--- src/rtl/be_align_pkg.sv ---
// Package: shared types and constants for the big-endian lane aligner.
// Assumes byte-addressed lanes with lane 0 holding the least significant byte.
package be_align_pkg;
    typedef enum logic {
        SZ_WORD = 1'b0,
        SZ_BYTE = 1'b1
    } acc_size_e;

    // Distance from the current instruction address to the stored PC value.
    localparam int unsigned PC_STORE_ADJ = 12;
endpackage

--- src/rtl/be_load_align.sv ---
// Module: be_load_align
// Combinational load path. It picks a byte lane in big-endian order, or rotates
// the whole word right by one lane width per address-offset step.
// Assumes LANES is a power of two, so the lane index for offset k is ~k.
module be_load_align #(
    parameter int LANES  = 4,
    parameter int BYTE_W = 8,
    localparam int DATA_W = LANES * BYTE_W,
    localparam int OFF_W  = $clog2(LANES)
) (
    input  logic                    clk,
    input  logic                    rst_n,
    input  be_align_pkg::acc_size_e size_i,
    input  logic [OFF_W-1:0]        offset_i,
    input  logic [DATA_W-1:0]       word_i,
    output logic [DATA_W-1:0]       value_o
);
    import be_align_pkg::*;

    logic [BYTE_W-1:0] lane_q [LANES];
    logic [OFF_W-1:0]  lane_idx;
    logic [DATA_W-1:0] rotated;

    // Split the bus word into lanes, lane n covering bits 8n+7:8n.
    for (genvar g = 0; g < LANES; g++) begin : g_lane
        assign lane_q[g] = word_i[g*BYTE_W +: BYTE_W];
    end

    // Big-endian lane number: offset 0 maps to the top lane.
    assign lane_idx = ~offset_i;

    // Rotate right by one lane per offset step.
    always_comb begin
        int sh;
        sh = int'(offset_i) * BYTE_W;
        rotated = (word_i >> sh) | (word_i << (DATA_W - sh));
    end

    // Pick the zero-extended byte or the rotated word.
    always_comb begin
        value_o = '0;
        if (size_i == SZ_BYTE) value_o[BYTE_W-1:0] = lane_q[lane_idx];
        else                   value_o = rotated;
    end

    assert_byte_zext_R2: assert property (@(posedge clk) disable iff (!rst_n)
        (size_i == SZ_BYTE) |-> (value_o[DATA_W-1:BYTE_W] == '0));
    assert_word_aligned_R3: assert property (@(posedge clk) disable iff (!rst_n)
        (size_i == SZ_WORD && offset_i == '0) |-> (value_o == word_i));
    assert_byte_top_lane_R1: assert property (@(posedge clk) disable iff (!rst_n)
        (size_i == SZ_BYTE && offset_i == '0) |->
        (value_o[BYTE_W-1:0] == word_i[DATA_W-1 -: BYTE_W]));
endmodule

--- src/rtl/be_store_align.sv ---
// Module: be_store_align
// Combinational store path. It chooses the PC-adjusted or the register value,
// copies the low byte across all lanes for byte stores, and makes lane enables.
// Assumes LANES is a power of two; the PC adjustment wraps at DATA_W bits.
module be_store_align #(
    parameter int LANES  = 4,
    parameter int BYTE_W = 8,
    localparam int DATA_W = LANES * BYTE_W,
    localparam int OFF_W  = $clog2(LANES)
) (
    input  logic                    clk,
    input  logic                    rst_n,
    input  be_align_pkg::acc_size_e size_i,
    input  logic [OFF_W-1:0]        offset_i,
    input  logic [DATA_W-1:0]       data_i,
    input  logic                    src_is_pc_i,
    input  logic [DATA_W-1:0]       pc_i,
    output logic [DATA_W-1:0]       bus_o,
    output logic [LANES-1:0]        lane_en_o
);
    import be_align_pkg::*;

    logic [DATA_W-1:0] src_val;
    logic [DATA_W-1:0] byte_rep;

    // Source value: the register, or the instruction address plus the PC adjustment.
    assign src_val = src_is_pc_i ? (pc_i + DATA_W'(PC_STORE_ADJ)) : data_i;

    // Copy the low byte of the source onto every lane.
    for (genvar g = 0; g < LANES; g++) begin : g_rep
        assign byte_rep[g*BYTE_W +: BYTE_W] = src_val[BYTE_W-1:0];
    end

    // Bus word and enables for the two access sizes.
    always_comb begin
        if (size_i == SZ_BYTE) begin
            bus_o     = byte_rep;
            lane_en_o = LANES'(1) << (~offset_i);
        end else begin
            bus_o     = src_val;
            lane_en_o = '1;
        end
    end

    assert_lane_onehot_R9: assert property (@(posedge clk) disable iff (!rst_n)
        (size_i == SZ_BYTE) |-> ($countones(lane_en_o) == 1));
    assert_lane_top_R9: assert property (@(posedge clk) disable iff (!rst_n)
        (size_i == SZ_BYTE && offset_i == '0) |-> lane_en_o[LANES-1]);
    assert_byte_replicated_R6: assert property (@(posedge clk) disable iff (!rst_n)
        (size_i == SZ_BYTE) |-> (bus_o[DATA_W-1 -: BYTE_W] == bus_o[BYTE_W-1:0]));
    assert_word_passthru_R7: assert property (@(posedge clk) disable iff (!rst_n)
        (size_i == SZ_WORD && !src_is_pc_i) |-> (bus_o == data_i));
endmodule

--- src/rtl/be_addr_check.sv ---
// Module: be_addr_check
// Flags addressing encodings that must not be issued. It is purely combinational.
// Assumes register numbers are REG_W bits wide and PC_REG is the program counter.
module be_addr_check #(
    parameter int REG_W  = 4,
    parameter int PC_REG = 15
) (
    input  logic             clk,
    input  logic             rst_n,
    input  logic [REG_W-1:0] base_reg_i,
    input  logic [REG_W-1:0] offset_reg_i,
    input  logic             offset_is_reg_i,
    input  logic             writeback_i,
    input  logic             post_index_i,
    output logic             illegal_o
);
    localparam logic [REG_W-1:0] PC_NUM = REG_W'(PC_REG);

    logic wb_on_pc;
    logic pc_offset;
    logic same_post;

    // Evaluate each forbidden combination on its own.
    always_comb begin
        wb_on_pc  = writeback_i && (base_reg_i == PC_NUM);
        pc_offset = offset_is_reg_i && (offset_reg_i == PC_NUM);
        same_post = post_index_i && offset_is_reg_i && (base_reg_i == offset_reg_i);
        illegal_o = wb_on_pc | pc_offset | same_post;
    end

    assert_pc_wb_flag_R10: assert property (@(posedge clk) disable iff (!rst_n)
        (writeback_i && base_reg_i == PC_NUM) |-> illegal_o);
    assert_clean_encoding_R10: assert property (@(posedge clk) disable iff (!rst_n)
        (!writeback_i && !offset_is_reg_i) |-> !illegal_o);
endmodule

--- src/rtl/be_lane_aligner.sv ---
// Module: be_lane_aligner (top)
// Big-endian load/store lane aligner. The load result is registered one cycle
// after ld_valid_i. The store bus, lane enables and illegal flag are combinational.
// Assumes a synchronous active-low reset.
module be_lane_aligner #(
    parameter int LANES  = 4,
    parameter int BYTE_W = 8,
    parameter int REG_W  = 4,
    parameter int PC_REG = 15,
    localparam int DATA_W = LANES * BYTE_W,
    localparam int OFF_W  = $clog2(LANES)
) (
    input  logic              clk,
    input  logic              rst_n,
    input  logic              ld_valid_i,
    input  logic [DATA_W-1:0] ld_word_i,
    input  logic [OFF_W-1:0]  ld_offset_i,
    input  logic              ld_is_byte_i,
    output logic              ld_valid_o,
    output logic [DATA_W-1:0] ld_result_o,
    input  logic [DATA_W-1:0] st_data_i,
    input  logic              st_is_byte_i,
    input  logic [OFF_W-1:0]  st_offset_i,
    input  logic              st_src_is_pc_i,
    input  logic [DATA_W-1:0] instr_addr_i,
    output logic [DATA_W-1:0] st_bus_o,
    output logic [LANES-1:0]  st_lane_en_o,
    input  logic [REG_W-1:0]  base_reg_i,
    input  logic [REG_W-1:0]  offset_reg_i,
    input  logic              offset_is_reg_i,
    input  logic              writeback_i,
    input  logic              post_index_i,
    output logic              illegal_o
);
    import be_align_pkg::*;

    logic [DATA_W-1:0] ld_aligned;

    be_load_align #(.LANES(LANES), .BYTE_W(BYTE_W)) u_load (
        .clk      (clk),
        .rst_n    (rst_n),
        .size_i   (acc_size_e'(ld_is_byte_i)),
        .offset_i (ld_offset_i),
        .word_i   (ld_word_i),
        .value_o  (ld_aligned)
    );

    be_store_align #(.LANES(LANES), .BYTE_W(BYTE_W)) u_store (
        .clk         (clk),
        .rst_n       (rst_n),
        .size_i      (acc_size_e'(st_is_byte_i)),
        .offset_i    (st_offset_i),
        .data_i      (st_data_i),
        .src_is_pc_i (st_src_is_pc_i),
        .pc_i        (instr_addr_i),
        .bus_o       (st_bus_o),
        .lane_en_o   (st_lane_en_o)
    );

    be_addr_check #(.REG_W(REG_W), .PC_REG(PC_REG)) u_check (
        .clk             (clk),
        .rst_n           (rst_n),
        .base_reg_i      (base_reg_i),
        .offset_reg_i    (offset_reg_i),
        .offset_is_reg_i (offset_is_reg_i),
        .writeback_i     (writeback_i),
        .post_index_i    (post_index_i),
        .illegal_o       (illegal_o)
    );

    // Register the aligned load value and its valid strobe.
    always_ff @(posedge clk) begin
        if (!rst_n) begin
            ld_valid_o  <= 1'b0;
            ld_result_o <= '0;
        end else begin
            ld_valid_o <= ld_valid_i;
            if (ld_valid_i) ld_result_o <= ld_aligned;
        end
    end

    assert_valid_follows_R5: assert property (@(posedge clk) disable iff (!rst_n)
        ld_valid_i |=> ld_valid_o);
    assert_valid_quiet_R5: assert property (@(posedge clk) disable iff (!rst_n)
        !ld_valid_i |=> !ld_valid_o);
    assert_result_hold_R5: assert property (@(posedge clk) disable iff (!rst_n)
        !ld_valid_i |=> $stable(ld_result_o));
endmodule

--- config.mk ---
export PLATFORM = sky130hd
export DESIGN_NAME = be_lane_aligner
export DESIGN_NICKNAME = d
export VERILOG_FILES = /design/src/rtl/be_align_pkg.sv /design/src/rtl/be_load_align.sv /design/src/rtl/be_store_align.sv /design/src/rtl/be_addr_check.sv /design/src/rtl/be_lane_aligner.sv
export SDC_FILE = /design/constraint.sdc
export NUM_CORES = 1
export LEC_CHECK = 0
export ABC_AREA = 1
export BUFFER_PORTS_ARGS = -buffer_cell sky130_fd_sc_hd__clkbuf_2
export CORE_MARGIN = 3
export CORE_UTILIZATION = 51
export CTS_CLUSTER_SIZE = 14
export DETAILED_ROUTE_END_ITERATION = 10
export MAX_ROUTING_LAYER = met4
export PLACE_DENSITY = 0.86
export SETUP_SLACK_MARGIN = 0.05
export SLEW_MARGIN = 20
export SYNTH_ARGS = -nofsm -noshare
export SYNTH_HDL_FRONTEND = slang
export SYNTH_SLANG_ARGS = --single-unit
--- constraint.sdc ---
create_clock -name clk -period 5.2 [get_ports clk]
set_input_delay 1.04 -clock clk [delete_from_list [all_inputs] [get_ports clk]]
set_output_delay 1.04 -clock clk [all_outputs]
set_load 0.05 [all_outputs]
==> impl_metrics.toml <==
[drt]
vias = 5550
firstDrtPassIters = 6
routedWlPerCell_um = 14.3
vias_per_cell = 5.57
drt_iter0_drc = 486
wl_um = 14200
final_antenna_net_count = 0
route.detailed.drc = 0

[floorplan]
die_h_um = 92.6
row_count = 30
initial_core_util_pct = 54.5
io_pins = 187
die_area_um2 = 8570
core-area_um2 = 7020
die_w_um = 92.6

[sta]
finClkSkew_ns = 0
final.period_utilization_pct = 72.7
drv_slew = 0
rsz0062_at_grt = "no"
tightestPinTransition_ns = 1.06
setup_slack_ns = 1.42
clock.fmax_mhz = 264
final-hold-violation-count = 0
maxSlewHeadroom_pct = 29.5
fin_setup_tns_ns = 0
min_period_ns = 3.78
setup_viol = 0

[final_layout]
nets = 1018
layout.cells.non_filler = 996
num_antenna_cells = 0
layout_commonest_cell = "nand2_1"
fillers = 709
drive_gt1_share_pct = 23.2
layout_common_cells = "300 x nand2_1, 186 x clkbuf_2, 98 x nor2_1, 60 x o21ai_0, 54 x inv_1"
areaGrowthSynthToFinish_pct = 25.6
stdcell_area_um2 = 4800

[synthesis]
syn_nets = 858
avgSynthCellArea_um2 = 5.17
synth.area.top_cells = "nand2_1 29%, dfxtp_1 17%, nor2_1 9.6%"
netlist_area_um2 = 3820
ys_warn_count = 0
synth_ff_type = "dfxtp_1"
ys_seq_area_share_pct = 17.3
async_reset_ff_share_pct = 0
yosysTopAreaCellShare_pct = 29.5
synth_top_cell_by_area = "nand2_1"
synth_edf_count = 0
ys_seq_elements = 33
synthCells = 739
synthDistinctLibCells = 34

[clocking]
insertion_delay_ns = 0.29
cts.hold.buffers_added = 0
post-cts-setup-buffers = 0
root_buffer = "clkbuf_8"
ctsResizeCount = 0
cts_buffers = 5
clockBufferDepth = 2
clock-sinks = 33
tritoncts = "done"
path_clk_slew_ns = 0.08
h-tree-depth = 2

[power]
peakVddDrop_mv = 0.149
powerDensity_nw_per_um2 = 198
power.leakage_nw = 2.56

[placed_design]
dp_cells = 988
place_area_um2 = 4720
hpwl_um = 11200
place.gp.congestion = 0.999
io_buffer_count = 186
place_ws_ns = 1.42

[global_route]
gr-total-overflow = 0
antenna_found_initial = 0
grt_pass1_wl_um = 22600
grt_use_total_pct = 33.2
grt_pass1_vias = 4935
grt_max_degree = 61

[flow_run]
maxCapViolations = 0

[worst_setup_path]
cp_max_fo = 5
worstSetupPathType = "input port to output pin"
crit_arrival_ns = 2.74
end_kind = "output pin"
critPathRequiredTime_ns = 4.16
startpoint_type = "input port"

[worst_hold_path]
hold_class = "flip-flop to flip-flop"

[outcome]
outcome = "finished clean"
## report_power, final
| part | switching, mW | total (mW) | internal [mW] |
|---|---|---|---|
| clock network | 0.106 | 0.199 | 0.0925 |
| registers | 0.00860 | 0.275 | 0.267 |
| logic | 0.349 | 0.477 | 0.128 |
## worst paths after layout
kind | slack, ns | to | depth (start not counted) | startpoint
max reg2reg | 4.46 | ld_result_o[0]$_SDFFE_PN0P_ | 4 | ld_result_o[0]$_SDFFE_PN0P_
max | 1.42 | st_bus_o[10] | 11 | instr_addr_i[2]
min | 0.47 | ld_result_o[24]$_SDFFE_PN0P_ | 2 | ld_result_o[24]$_SDFFE_PN0P_
min reg2reg | 0.47 | ld_result_o[24]$_SDFFE_PN0P_ | 2 | ld_result_o[24]$_SDFFE_PN0P_
## critical path: stages
cell and delay, ns:
clkbuf_2 0.10, inv_1 0.05, ha_1 0.21, inv_1 0.07, nand3_2 0.14, inv_2 0.13
nand2_2 0.12, xnor2_1 0.20, nor2_1 0.06, o21ai_0 0.29, clkbuf_2 0.35
## synthesized netlist by cell type (all sizes together), types with 2 or more instances
library cell,instances
buf,22
nand2,301
xor2,7
nor3,3
nand3b,13
nand3,29
o221ai,4
a31oi,9
ha,2
nand4,3
nor2,103
o22ai,3
o21ai,70
inv,57
clkbuf,15
o211ai,17
a21oi,40
xnor2,3
dfxtp,33
## metal layers
layer / up-vias / routed length, µm / GRT usage, %
li1: 2705 / - / -
met1: 2457 / 5580 / 41.2
met2: 351 / 6650 / 55.5
met3: 37 / 1700 / 4.87
met4: 0 / 293 / 10.4
met5: - / 0 / -
## metrics by stage
step | hold WS [ns] | utilization, % | total power, mW
3_3_place_gp | 0.452 | 67.2 | 0.745
3_5_place_dp | 0.458 | 67.2 | 0.751
6_report | 0.467 | 68.4 | 0.951
4_1_cts | 0.469 | 68.4 | 0.947
2_1_floorplan | 0.690 | - | 0.611
5_1_grt | 0.496 | 68.4 | 1.00
## registers in the layout, indices dropped and copies added (netlist names)
register     cells
ld_valid_o       1
ld_result_o     32
## cells by family after synthesis
kind of cell / after synthesis / synth area share, %
simple gates: 452 / 47.7
compound gates: 147 / 21.4
buf+inv: 95 / 10.7
flops: 33 / 17.3
xor+xnor: 10 / 2.29
fa+ha+maj: 2 / 0.654
## layout make-up
class / instances / area (µm²) / area share, %
clock buffer: 5 / 68.8 / 1.43
clock inverter: 3 / 17.5 / 0.365
inverter: 58 / 220 / 4.58
multi-input combinational: 611 / 2760 / 57.4
sequential: 33 / 661 / 13.8
tap: 96 / 120 / 2.50
timing repair buffer: 190 / 961 / 20.0
No activity file was read; power rests on OpenSTA's default activity.
